===== config.mk =====
export PLATFORM = sky130hd
export DESIGN_NAME = mib_stat_bank
export DESIGN_NICKNAME = d
export VERILOG_FILES = /design/src/rtl/mib_stat_pkg.sv /design/src/rtl/mib_ctl_reg.sv /design/src/rtl/mib_cnt_cell.sv /design/src/rtl/mib_rd_port.sv /design/src/rtl/mib_stat_bank.sv
export SDC_FILE = /design/constraint.sdc
export NUM_CORES = 1
export LEC_CHECK = 0
export BUFFER_PORTS_ARGS = -buffer_cell sky130_fd_sc_hd__buf_2
export CORE_ASPECT_RATIO = 1.5
export CORE_MARGIN = 2
export CORE_UTILIZATION = 55
export DETAILED_ROUTE_END_ITERATION = 6
export HOLD_SLACK_MARGIN = 0.12
export PLACE_DENSITY_LB_ADDON = 0.15
export SYNTH_ARGS = -nofsm -noshare
export SYNTH_HDL_FRONTEND = slang
export SYNTH_SLANG_ARGS = --single-unit

===== constraint.sdc =====
create_clock -name clk -period 2.7 [get_ports clk]
set_input_delay 0.27 -clock clk [delete_from_list [all_inputs] [get_ports clk]]
set_output_delay 0.27 -clock clk [all_outputs]
set_load 0.02 [all_outputs]

===== src/rtl/mib_stat_pkg.sv =====
package mib_stat_pkg;

  localparam int CTL_W       = 4;
  localparam int CTL_WARN_B  = 0;
  localparam int CTL_FRZ_B   = 1;
  localparam int CTL_CLR_B   = 2;
  localparam int CTL_STB_B   = 3;

  // Decoded control state shared by all counter cells
  typedef struct packed {
    logic warn;    // stored warning bit
    logic freeze;  // stored freeze bit
    logic clr;     // one-cycle clear pulse
    logic stb;     // one-cycle increment-all pulse
  } ctl_cmd_t;

endpackage


===== src/rtl/mib_ctl_reg.sv =====
module mib_ctl_reg
  import mib_stat_pkg::*;
(
  input  logic             clk,
  input  logic             rst_n,
  input  logic             wr_i,
  input  logic [CTL_W-1:0] wdata_i,
  output ctl_cmd_t         cmd_o,
  output logic [CTL_W-1:0] rdata_o
);

  logic warn_q, warn_d;
  logic frz_q, frz_d;

  always_comb begin
    warn_d = warn_q;
    frz_d  = frz_q;
    if (wr_i) begin
      warn_d = wdata_i[CTL_WARN_B];
      frz_d  = wdata_i[CTL_FRZ_B];
    end
  end

  always_ff @(posedge clk or negedge rst_n) begin
    if (!rst_n) begin
      warn_q <= 1'b0;
      frz_q  <= 1'b0;
    end else if (wr_i) begin
      warn_q <= warn_d;
      frz_q  <= frz_d;
    end
  end

  always_comb begin
    cmd_o.warn   = warn_q;
    cmd_o.freeze = frz_q;
    cmd_o.clr    = wr_i & wdata_i[CTL_CLR_B];
    cmd_o.stb    = wr_i & wdata_i[CTL_STB_B];
    rdata_o      = '0;
    rdata_o[CTL_WARN_B] = warn_q;
    rdata_o[CTL_FRZ_B]  = frz_q;
  end


  warn_store_chk: assert property (@(posedge clk) disable iff (!rst_n)
    wr_i |=> warn_q == $past(wdata_i[CTL_WARN_B]));


  frz_keep_chk: assert property (@(posedge clk) disable iff (!rst_n)
    !wr_i |=> $stable(frz_q));

endmodule


===== src/rtl/mib_cnt_cell.sv =====
module mib_cnt_cell #(
  parameter int               CNT_W  = 16,
  parameter logic [CNT_W-1:0] THRESH = 16'hC000
) (
  input  logic             clk,
  input  logic             rst_n,
  input  logic             evt_i,
  input  logic             stb_i,
  input  logic             frz_i,
  input  logic             clr_i,
  input  logic             rd_hit_i,
  output logic [CNT_W-1:0] cnt_o,
  output logic             at_thr_o
);

  localparam logic [CNT_W-1:0] ONE  = {{(CNT_W-1){1'b0}}, 1'b1};
  localparam logic [CNT_W-1:0] FULL = '1;

  logic [CNT_W-1:0] cnt_q, cnt_d;
  logic             inc, cnt_en;

  always_comb begin
    inc    = ~frz_i & (evt_i | stb_i);
    cnt_en = clr_i | rd_hit_i | inc;
    cnt_d  = cnt_q;
    if (clr_i)
      cnt_d = '0;
    else if (rd_hit_i)
      cnt_d = inc ? ONE : '0;
    else if (inc && (cnt_q != FULL))
      cnt_d = cnt_q + ONE;
  end

  always_ff @(posedge clk or negedge rst_n) begin
    if (!rst_n)
      cnt_q <= '0;
    else if (cnt_en)
      cnt_q <= cnt_d;
  end

  assign cnt_o    = cnt_q;
  assign at_thr_o = (cnt_q >= THRESH);


  sat_hold_chk: assert property (@(posedge clk) disable iff (!rst_n)
    (cnt_q == FULL && !clr_i && !rd_hit_i) |=> cnt_q == FULL);


  frz_stable_chk: assert property (@(posedge clk) disable iff (!rst_n)
    (frz_i && !clr_i && !rd_hit_i) |=> $stable(cnt_q));


  rd_inc_chk: assert property (@(posedge clk) disable iff (!rst_n)
    (rd_hit_i && !clr_i && !frz_i && (evt_i || stb_i)) |=> cnt_q == ONE);

endmodule


===== src/rtl/mib_rd_port.sv =====
module mib_rd_port #(
  parameter int NUM_CNT = 4,
  parameter int CNT_W   = 16,
  parameter int SEL_W   = 2
) (
  input  logic                          clk,
  input  logic                          rst_n,
  input  logic                          rd_en_i,
  input  logic [SEL_W-1:0]              rd_sel_i,
  input  logic [NUM_CNT-1:0][CNT_W-1:0] cnt_all_i,
  output logic [NUM_CNT-1:0]            hit_o,
  output logic [CNT_W-1:0]              rd_data_o,
  output logic                          rd_valid_o
);

  logic [CNT_W-1:0] data_q, data_d;
  logic             vld_q;

  for (genvar g = 0; g < NUM_CNT; g++) begin : g_hit
    assign hit_o[g] = rd_en_i && (rd_sel_i == SEL_W'(g));
  end

  always_comb begin
    data_d = '0;
    for (int k = 0; k < NUM_CNT; k++)
      if (hit_o[k]) data_d = cnt_all_i[k];
  end

  always_ff @(posedge clk or negedge rst_n) begin
    if (!rst_n)
      data_q <= '0;
    else if (rd_en_i)
      data_q <= data_d;
  end

  always_ff @(posedge clk or negedge rst_n) begin
    if (!rst_n)
      vld_q <= 1'b0;
    else
      vld_q <= rd_en_i;
  end

  assign rd_data_o  = data_q;
  assign rd_valid_o = vld_q;


  rd_vld_chk: assert property (@(posedge clk) disable iff (!rst_n)
    rd_en_i |=> vld_q);


  hit_one_chk: assert property (@(posedge clk) disable iff (!rst_n)
    $onehot0(hit_o));

endmodule


===== src/rtl/mib_stat_bank.sv =====
module mib_stat_bank
  import mib_stat_pkg::*;
#(
  parameter int               NUM_CNT = 4,
  parameter int               CNT_W   = 16,
  parameter logic [CNT_W-1:0] THRESH  = 16'hC000,
  parameter int               SEL_W   = (NUM_CNT > 1) ? $clog2(NUM_CNT) : 1
) (
  input  logic               clk,
  input  logic               rst_n,
  input  logic [NUM_CNT-1:0] evt_i,
  input  logic               ctl_wr_i,
  input  logic [3:0]         ctl_wdata_i,
  output logic [3:0]         ctl_rdata_o,
  input  logic               rd_en_i,
  input  logic [SEL_W-1:0]   rd_sel_i,
  output logic [CNT_W-1:0]   rd_data_o,
  output logic               rd_valid_o,
  output logic               irq_o
);

  logic [1:0] rst_sync_q;
  logic       rst_int_n;

  always_ff @(posedge clk or negedge rst_n) begin
    if (!rst_n)
      rst_sync_q <= '0;
    else
      rst_sync_q <= {rst_sync_q[0], 1'b1};
  end
  assign rst_int_n = rst_sync_q[1];

  ctl_cmd_t                      cmd;
  logic [NUM_CNT-1:0][CNT_W-1:0] cnt_all;
  logic [NUM_CNT-1:0]            hit;
  logic [NUM_CNT-1:0]            at_thr;

  mib_ctl_reg u_ctl (
    .clk     (clk),
    .rst_n   (rst_int_n),
    .wr_i    (ctl_wr_i),
    .wdata_i (ctl_wdata_i),
    .cmd_o   (cmd),
    .rdata_o (ctl_rdata_o)
  );

  for (genvar g = 0; g < NUM_CNT; g++) begin : g_cnt
    mib_cnt_cell #(.CNT_W(CNT_W), .THRESH(THRESH)) u_cell (
      .clk      (clk),
      .rst_n    (rst_int_n),
      .evt_i    (evt_i[g]),
      .stb_i    (cmd.stb),
      .frz_i    (cmd.freeze),
      .clr_i    (cmd.clr),
      .rd_hit_i (hit[g]),
      .cnt_o    (cnt_all[g]),
      .at_thr_o (at_thr[g])
    );
  end

  mib_rd_port #(.NUM_CNT(NUM_CNT), .CNT_W(CNT_W), .SEL_W(SEL_W)) u_rd (
    .clk        (clk),
    .rst_n      (rst_int_n),
    .rd_en_i    (rd_en_i),
    .rd_sel_i   (rd_sel_i),
    .cnt_all_i  (cnt_all),
    .hit_o      (hit),
    .rd_data_o  (rd_data_o),
    .rd_valid_o (rd_valid_o)
  );

  always_comb irq_o = (|at_thr) | cmd.warn;


  clr_all_chk: assert property (@(posedge clk) disable iff (!rst_int_n)
    cmd.clr |=> (cnt_all == '0));


  irq_clr_drop_chk: assert property (@(posedge clk) disable iff (!rst_int_n)
    (ctl_wr_i && ctl_wdata_i[CTL_CLR_B] && !ctl_wdata_i[CTL_WARN_B]) |=> !irq_o);

endmodule


==> results of run 1 <==
[what timing repair did]
| action | in CTS | in global routing |
|---|---|---|
| endpoints found under the setup margin | 0 | 0 |
| hold buffers | 1 | 0 |
| hold endpoints to repair | 2 | 0 |
[through the flow]
step	power [mW]	cells
after floorplan	1.58	498
after global placement	1.66	613
after detailed placement	1.67	613
after CTS	2.78	630
after global routing	2.88	630
final	2.77	630
[flip-flops by register name, summed over array words and instances, names as in the netlist]
register,flops
u_rd.rd_valid_o,1
u_ctl.warn_q,1
g_cnt.u_cell.cnt_o,64
u_ctl.frz_q,1
rst_sync_q,2
u_rd.rd_data_o,16
[area by class of cell]
class,count,share of cell area
Inverter,15,0.0102
Sequential cell,85,0.387
Clock inverter,4,0.00454
Timing Repair Buffer,41,0.0436
Clock buffer,12,0.0429
Tap cell,110,0.0250
Multi-Input combinational cell,363,0.487
[final timing paths]
check                      slack (ps)                      from                       end
setup reg to reg                  570  g_cnt[2].u_cell.cnt_o[0]  g_cnt[2].u_cell.cnt_o[3]
min in group asynchronous         240                     rst_n             rst_sync_q[1]
setup / recovery                  570  g_cnt[2].u_cell.cnt_o[0]  g_cnt[2].u_cell.cnt_o[3]
hold / removal                    140            ctl_wdata_i[1]               u_ctl.frz_q
hold reg to reg                   360             rst_sync_q[1]  g_cnt[3].u_cell.cnt_o[3]
max in group asynchronous        1710             rst_sync_q[1]           u_rd.rd_valid_o
[cell families (layout without fill, tap and decap cells)]
kind of cell,after synthesis,in the layout,synth area share
muxes,39,39,0.122
adders and majority gates,4,4,0.00996
DFF,85,85,0.423
buffers and inverters,50,72,0.0428
AOI/OAI and AO/OA,127,127,0.170
and+or+nand+nor,190,190,0.230
other,2,3,0.00149
[Yosys cell counts, drive strengths merged, types with 3 or more instances]
cell    count  area (um2)
or4        26         195
a211oi      3        22.5
o31ai      27         203
nor3       12        60.1
o21ai      10        50.1
nor2       11        41.3
and4       11        96.3
inv        15        56.3
nor4       11        68.8
clkbuf     21        78.8
a31oi       3        18.8
mux4       16         360
nand3      24         120
or3        14        87.6
o21a        5        37.5
buf        14        80.1
and3        5        31.3
mux2i       6        60.1
or3b        3        26.3
mux2       17         191
or2         4        25.0
o41ai       6        52.6
and2        3        18.8
dfrtp      85        2130
a21oi      47         239
o211ai      4        30.0
nand4      19         119
o31a        5        43.8
nand3b      3        22.5
nand2      29         109
or4b        5        50.1
ha          4        50.1
[worst max-delay path, stage by stage, from the launching register on]
cell	delay (ps)
dfrtp_1	410
ha_1	240
and3_1	230
and4_1	420
or4_1	570
a21oi_1	170
[layer usage]
layer / global-route usage / part of all wire / up-vias
met5: 0 / 0 / -
met2: 0.487 / 0.52 / 154
met3: 0.0588 / 0.054 / 34
met1: 0.359 / 0.39 / 2181
met4: 0.129 / 0.033 / 0
li1: - / - / 2017
[report_power, final]
part	internal [mW]	switching [mW]
Combinational	0.104	0.168
Clock	0.621	0.494
Sequential	1.31	0.0662
Total	2.04	0.729
[placed cells by master, fill, tap and decap left out, drive strengths merged, types with 10 or more instances in the layout]
cell / n
dfrtp: 85
a21oi: 47
buf: 40
nand2: 29
o31ai: 27
or4: 26
nand3: 24
nand4: 19
mux2: 17
mux4: 16
inv: 15
or3: 14
nor3: 12
clkbuf: 12
nor2: 11
and4: 11
nor4: 11
o21ai: 10
==> impl_results.md, run 1 <==
* Status: finished clean
* All-Layer GR Usage at 0.292
* Post-CTS Resized at 0
* Row Count at 42
* Vias at roughly 4400
* PD cells at ~500 nW/um2
* Leakage at 2.22 nW
* RSZ-0062 raised after global routing: no
* Max VDD drop at 0.399 mV
* Worst Clk Skew at 5.01 ps
* CTS clock-pin slew for the worst setup and hold paths at roughly 60 ps
* Deepest clock path buffer count at 2
* Worst setup EP type: flop
* First-pass GRT wire length at around 22000 um
* Fin util at 0.624
* CTS Root Cell: clkbuf_16
* Post-synthesis sequential area ratio at 0.423
* Tmin final at 2130 ps
* Fmax at 0.470 GHz
* WP data arrival at ~2400 ps
* Worst Hold Class: in2reg
* Final WL at ~13000 um
* Detailed Routing Iterations Pass 1 at 5
* CTS sink count at 85
* DP Area at 5240 um2
* Final WS setup at roughly 570 ps
* Final Hold Viols at 0
* Global placement routability congestion at 0.931
* Htree depth at 3
* Total global routing overflow at 0
* Vias per cell at 6.96
* Clock Latency Late Sink at 340 ps
* Cells after Synth at between 400 and 500
* Initial antenna violation count at 0
* Largest net degree at the start of global routing at 48
* # port buffers at 33
* Cell count of the worst hold path at 3
* Vias in the first global route at 4302
* Area of the multi-input gates at ~2700 um2
* Die footprint at slightly below 10000 um2
* 1st-iter DRT viols at about 320
* CTS Buf Count at 9
* Drt wl/cell at 21.4 um
* Crit-path max FO at 22
* Core ar. at 8830 um2
* Rel. slew slack at 0.552
* Net count, final at approximately 530
* TritonCTS clock tree: yes
* Area Growth Syn to Fin at 9.71%
* Register bit total from synthesis at 85
* Post-DP HPWL at between 9000 and 10000 um
* Worst-Margin Slew at between 600 and 700 ps
* Die Ht at 121 um
* Register area at around 2100 um2
* Postcts setup bufs at 0
* Final setup viols at 0
* CP Launch Type: flop
* # diodes at 0
* DRC Markers at 0
* Syn_area_per_cell at between 10 and 15 um2
* WHS at between 100 and 150 ps
* Post-synth ARST share at 1.00
* Critical path class: reg2reg
* Max Cap Violations at 0
* Final Max Tran Viols at 0
* Post-DRT Antenna Nets at 0
* Yosys cell types at 57
* DIE WIDTH at ~80 um
* Layout cells sized above 1 at 0.192
* Worst EP required at between 2000 and 3000 ps
* Initial Util at 0.569
* I/O pin cnt at 36
* Synth Warn # at 0
* Fillers at between 700 and 800
* Number of synthesized flops with an enable pin at 0
* Mapped cell area at between 5000 and 6000 um2
* Fin crit share at 0.787
* TNS Setup at 0 ps
* Dpl ws at around 600 ps
* Final Cell Area at ~5500 um2
* Synth Flop Type: dfrtp_1
* R2R depth at 5
(Power assumes the default switching activity.)
==> inputs of run 2 (changes only) <==
CORE_UTILIZATION = 60   (was 55)
clock period = 2 ns   (was 2.7 ns; I/O delays follow)
==> run 2 against run 1 <==
Against the previous run:
- die area fell by 8.0%
- non-clock buffer count is 71 higher
- routed wire length is 11% higher
- fmax is 11% higher
- combinational power rose by 69%
- critical path depth unchanged
- global-route usage up 5.2 points
- sequential power increased by 33%
- critical path type unchanged
==> impl_results.md, run 2 (synthesized netlist as in run 1, its figures left out) <==
* TritonCTS clock tree: yes
* Core ar. at 8060 um2 (-8.7%)
* Critical path class: reg2reg
* DRC Markers at 0 (unchanged)
* Detailed Routing Iterations Pass 1 at 5 (unchanged)
* Register area at 2130 um2 (unchanged)
* Drt wl/cell at 21.4 um (about the same)
* Worst Clk Skew at 2.60 ps (-2.41 ps)
* Die Ht at 116 um (-4.1%)
* Vias in the first global route at 4721 (+9.7%)
* Worst setup EP type: flop
* Row Count at 40 (-4.8%)
* Global placement routability congestion at 0.948 (+1.8%)
* PD cells at 635 nW/um2 (+26%)
* CTS Root Cell: clkbuf_16
* Deepest clock path buffer count at 2 (unchanged)
* 1st-iter DRT viols at 510 (+57%)
* Htree depth at 3 (unchanged)
* Top delay family on crit path: simple AND/OR/NAND/NOR gates
* Final setup viols at 0 (unchanged)
* DIE WIDTH at 78.7 um (-4.1%)
* I/O pin cnt at 36 (unchanged)
* Most common cell after layout, fill and taps aside: dfrtp_1
* Slowest cell on the critical path: or4_1
* Total global routing overflow at 0 (unchanged)
* Clock Latency Late Sink at 340 ps (about the same)
* Initial Util at 0.623 (+0.0544)
* Fmax at 0.524 GHz (+11%)
* Area of the multi-input gates at 2720 um2 (+1.4%)
* Net count, final at 604 (+13%)
* # port buffers at 33 (unchanged)
* Fin crit share at 0.954 (+0.167)
* CTS Buf Count at 9 (unchanged)
* WP data arrival at 2170 ps (-220 ps)
* Post-DP HPWL at 11000 um (+12%)
* Die footprint at 9140 um2 (-8.0%)
* # diodes at 0 (unchanged)
* Tmin final at 1910 ps (-217 ps)
* Max reg flops at 64 (unchanged)
* Worst-Margin Slew at 598 ps (-73.9 ps)
* Vias per cell at 6.89 (-1.1%)
* All-Layer GR Usage at 0.344 (+0.0520)
* Critical Path Max Stage Delay at 550 ps (-20 ps)
* Fillers at 538 (-27%)
* Crit-path max FO at 17 (-23%)
* Post-DRT Antenna Nets at 0 (unchanged)
* CTS clock-pin slew for the worst setup and hold paths at 60 ps (about the same)
* Rel. slew slack at 0.599 (+0.0462)
* Max Cap Violations at 0 (unchanged)
* Final Max Tran Viols at 0 (unchanged)
* Initial antenna violation count at 0 (unchanged)
* CP Launch Type: flop
* RSZ-0062 raised after global routing: no
* Final WL at 14900 um (+11%)
* Crit path buf inv count at 0 (unchanged)
* Layout cells sized above 1 at 0.306 (+0.114)
* First-pass GRT wire length at 23900 um (+10%)
* Design Power at 3.88 mW (+40%)
* Vias at 4792 (+9.3%)
* Worst Hold Class: in2async
* Leakage at 2.61 nW (+18%)
* Max VDD drop at 0.562 mV (+41%)
* Worst EP required at 2260 ps (-700 ps)
* Largest net degree at the start of global routing at 39 (-19%)
* Fin util at 0.758 (+0.134)
* Status: finished clean
* Area Growth Syn to Fin at 21.6%
* CTS sink count at 85 (unchanged)
* Final Hold Viols at 0 (unchanged)
* Most frequent cells in the layout: 84 x dfrtp_1, 74 x buf_4, 46 x a21oi_1, 33 x buf_2, 29 x nand2_1
* CP cell instances: ha_1 > and3_1 > and4_4 > or4_1 > a21oi_1
-- run 2: layer usage --
metal	up-vias	GRT usage	routed length [um]
li1	2153	-	-
met1	2333	0.403	5320
met2	241	0.571	7390
met3	65	0.0607	1170
met4	0	0.241	1030
met5	-	0	0
-- run 2: worst reg2reg max path, cell delays in order, from the launching register on --
cell and delay [ps]:
dfrtp_1 420, ha_1 240, and3_1 190, and4_4 250, or4_1 550, a21oi_1 180
-- run 2: area by class of cell --
cell class                 instances  area share
clock inverter                     6     0.00635
multi-input combinational        363       0.446
sequential                        85       0.349
clock buffer                      10      0.0391
tap                              105      0.0215
timing repair buffer             112       0.129
inverter                          15     0.00922
-- run 2: where the power goes --
part	total, mW	internal, mW	switching (mW)
Sequential	1.84	1.77	0.0636
Clock	1.58	0.871	0.710
Combinational	0.462	0.186	0.275
-- run 2: what timing repair did --
item / 4_1_cts / 5_1_grt
endpoints found under the setup margin: 7 / 20
pin swaps: 0 / 1
gates resized for setup: 3 / 8
setup buffers: 0 / 0
hold buffers: 3 / 0
endpoints found under the hold margin: 4 / 0
gates cloned: 0 / 0
-- run 2: final timing paths --
check                                         startpoint                         to  slack (ps)  cells after the start
max in group asynchronous                  rst_sync_q[1]          u_rd.rd_data_o[6]        1120                      1
min in group clk                                 rd_en_i            u_rd.rd_valid_o         170                      1
worst max register to register  g_cnt[2].u_cell.cnt_o[0]   g_cnt[2].u_cell.cnt_o[3]          90                      5
worst min register to register             rst_sync_q[1]  g_cnt[3].u_cell.cnt_o[13]         240                      0
worst min-delay path                               rst_n              rst_sync_q[1]         170                      2
worst max-delay path            g_cnt[2].u_cell.cnt_o[0]   g_cnt[2].u_cell.cnt_o[3]          90                      5
-- run 2: stage by stage --
step	TNS [ps]	cell area, um2	setup WS [ps]	hold slack, ps	cells
3_3_place_gp	0	5760	58.7	-16.3	677
6_report	0	6110	91.4	168	696
3_5_place_dp	-34.6	5760	-17.7	-11.2	677
5_1_grt	0	6110	24.8	171	696
4_1_cts	0	6080	42.3	153	696
2_1_floorplan	0	5030	131	-95.6	498
==> inputs of run 3 (changes only) <==
CTS_BUF_LIST = sky130_fd_sc_hd__clkbuf_4 sky130_fd_sc_hd__clkbuf_8   (was unset)
==> run 3 against run 2 <==
Against the previous run:
- non-clock buffer count is 1 higher
- cell area fell by 1.5%
- setup slack lost 0.94 ps
- critical path depth unchanged
- largest cell class unchanged
- power is 11% lower
- via count decreased by 0.81%
- first-iteration DRC count is 8.8% higher
- sequential power hardly changed
==> impl_results.md, run 3 (synthesized netlist as in run 1, its figures left out) <==
* Status: finished clean
* Leakage at 2.57 nW (-1.6%)
* Initial Util at 0.623 (unchanged)
* 1st-iter DRT viols at 555 (+8.8%)
* Global placement routability congestion at 0.948 (unchanged)
* WHS at 141 ps (-26.6 ps)
* Max Cap Violations at 0 (unchanged)
* Fin crit share at 0.955 (about the same)
* Final Max Tran Viols at 0 (unchanged)
* DP Area at 5760 um2 (unchanged)
* M2 GR Usage at 0.579 (+0.00798)
* Final Cell Area at 6020 um2 (-1.5%)
* Int Pwr at 2.44 mW (-14%)
* Final WL at 14800 um (-0.45%)
* DRC Markers at 0 (unchanged)
* Cell count of the worst hold path at 1
* Largest net degree at the start of global routing at 39 (unchanged)
* Total global routing overflow at 0 (unchanged)
* Die footprint at 9140 um2 (unchanged)
* Crit-path max FO at 17 (unchanged)
* Vias in the first global route at 4675 (-0.97%)
* Fin util at 0.747 (-0.0113)
* Rel. slew slack at 0.615 (+0.0166)
* I/O pin cnt at 36 (unchanged)
* P_sw at 0.997 mW (-4.9%)
* Worst setup EP type: flop
* Worst EP required at 2300 ps (+40 ps)
* Max reg flops at 64 (unchanged)
* Most common cell after layout, fill and taps aside: dfrtp_1
* Hold endpoint: u_rd.rd_valid_o
* CTS clock-pin slew for the worst setup and hold paths at 90 ps (+30 ps)
* Final Hold Viols at 0 (unchanged)
* Vias at 4753 (-0.81%)
* R2R setup slack at 90 ps (about the same)
* CTS Buf Count at 9 (unchanged)
* All-Layer GR Usage at 0.342 (-0.00183)
* Clock Latency Late Sink at 380 ps (+40 ps)
* Min-delay src: rd_en_i
* Detailed Routing Iterations Pass 1 at 5 (unchanged)
* First-pass GRT wire length at 23800 um (-0.37%)
* Most frequent cells in the layout: 84 x dfrtp_1, 74 x buf_4, 46 x a21oi_1, 33 x buf_2, 29 x nand2_1
* Post-DP HPWL at 11000 um (unchanged)
* R2R depth at 5 (unchanged)
* Net Sw Frac at 0.290 (+0.0199)
* Fmax at 0.524 GHz (about the same)
* Final setup viols at 0 (unchanged)
* RSZ-0062 raised after global routing: no
* Die Ht at 116 um (unchanged)
* WP data arrival at 2210 ps (+40 ps)
* DIE WIDTH at 78.7 um (unchanged)
* Capture point of the worst reg-to-reg path: g_cnt[2].u_cell.cnt_o[3]
* CP Launch Type: flop
* Clk pwr share at 0.332 (-0.075)
* Postcts setup bufs at 0 (unchanged)
* # port buffers at 33 (unchanged)
* Met1 usage in global routing at 0.407 (+0.00362)
* Critical path class: reg2reg
* Seq pwr share at 0.534 (+0.060)
* Worst Hold Class: in2reg
* Deepest clock path buffer count at 2 (unchanged)
* Comb power frac at 0.134 (+0.015)
* TritonCTS clock tree: yes
* Initial antenna violation count at 0 (unchanged)
* Post-DRT Antenna Nets at 0 (unchanged)
* Max VDD drop at 0.480 mV (-15%)
* # diodes at 0 (unchanged)
* Vias per cell at 6.82 (-0.96%)
* Area Growth Syn to Fin at 19.8%
* Worst Clk Skew at 7.61 ps (+5.01 ps)
* CTS Root Cell: clkbuf_8
* CTS sink count at 85 (unchanged)
* Layout cells sized above 1 at 0.306 (-0.000517)
* Core ar. at 8060 um2 (unchanged)
* PD cells at 571 nW/um2 (-10%)
* Row Count at 40 (unchanged)
* Drt wl/cell at 21.3 um (-0.59%)
* Global route hottest layer: met2
* GR Layer Usage met3 at 0.0522 (-0.00857)
* Worst-Margin Slew at 573 ps (-24.8 ps)
* Tmin final at 1910 ps (+0.942 ps)
* Htree depth at 3 (unchanged)
* Net count, final at 605 (+0.17%)
* Reg-to-reg startpoint: g_cnt[2].u_cell.cnt_o[0]
## run 3: cell count changes in the layout (fill, tap and decap cells not counted)
cell / change
clkbuf_16: -9
dlygate4sd3_1: +1
clkbuf_8: +9
## run 3: metal layers
| metal | up-vias | routed length, um | share of wire |
|---|---|---|---|
| met1 | 2277 | 5370 | 0.36 |
| li1 | 2146 | - | - |
| met4 | 0 | 1010 | 0.068 |
| met5 | - | 0 | 0 |
| met3 | 68 | 1130 | 0.076 |
| met2 | 262 | 7330 | 0.49 |
## run 3: power groups by stage
stage,Combinational [mW],Clock (mW),Sequential (mW)
2_1_floorplan,0.249,0,1.89
3_3_place_gp,0.432,0,1.86
3_5_place_dp,0.445,0,1.87
4_1_cts,0.453,1.14,1.83
5_1_grt,0.501,1.20,1.84
6_report,0.461,1.14,1.83
## run 3: metrics by stage
stage	worst slack, ps	power [mW]	setup TNS (ps)	std cells
finish	90.4	3.44	0	697
global route	14.3	3.55	0	697
floorplan	131	2.14	0	498
CTS	36.8	3.43	0	697
detailed placement	-17.7	2.31	-34.6	677
global placement	58.7	2.30	0	677
## run 3: worst max-delay path, cell delays in order (launching register included)
cell	delay, ps
dfrtp_1	430
ha_1	240
and3_1	200
and4_4	250
or4_1	550
a21oi_1	170
## run 3: area by class of cell
| class | instances | area, um2 |
|---|---|---|
| clock inverters | 6 | 38.8 |
| fillers | 562 | 2040 |
| repair buffers | 113 | 801 |
| multi-input cells | 363 | 2720 |
| inverters | 15 | 56.3 |
| flip-flops and latches | 85 | 2130 |
| well taps | 105 | 131 |
| clock buffers | 10 | 138 |
## run 3: worst max-delay path by stage
stage                                   from  depth (start not counted)  slack, ps                        end
floorplan           g_cnt[2].u_cell.cnt_o[0]                          6        130  g_cnt[2].u_cell.cnt_o[13]
global placement    g_cnt[2].u_cell.cnt_o[0]                          6         60   g_cnt[2].u_cell.cnt_o[0]
detailed placement  g_cnt[2].u_cell.cnt_o[0]                          4        -20  g_cnt[2].u_cell.cnt_o[15]
CTS                 g_cnt[2].u_cell.cnt_o[0]                          5         40   g_cnt[2].u_cell.cnt_o[3]
global route        g_cnt[2].u_cell.cnt_o[0]                          4         10   g_cnt[2].u_cell.cnt_o[9]
finish              g_cnt[2].u_cell.cnt_o[0]                          5         90   g_cnt[2].u_cell.cnt_o[3]
## run 3: what timing repair did
item | CTS | global route
hold endpoints to repair | 4 | 0
setup endpoints to repair | 9 | 20
resized for setup | 3 | 8
pin swaps | 0 | 1
hold buffers | 4 | 0
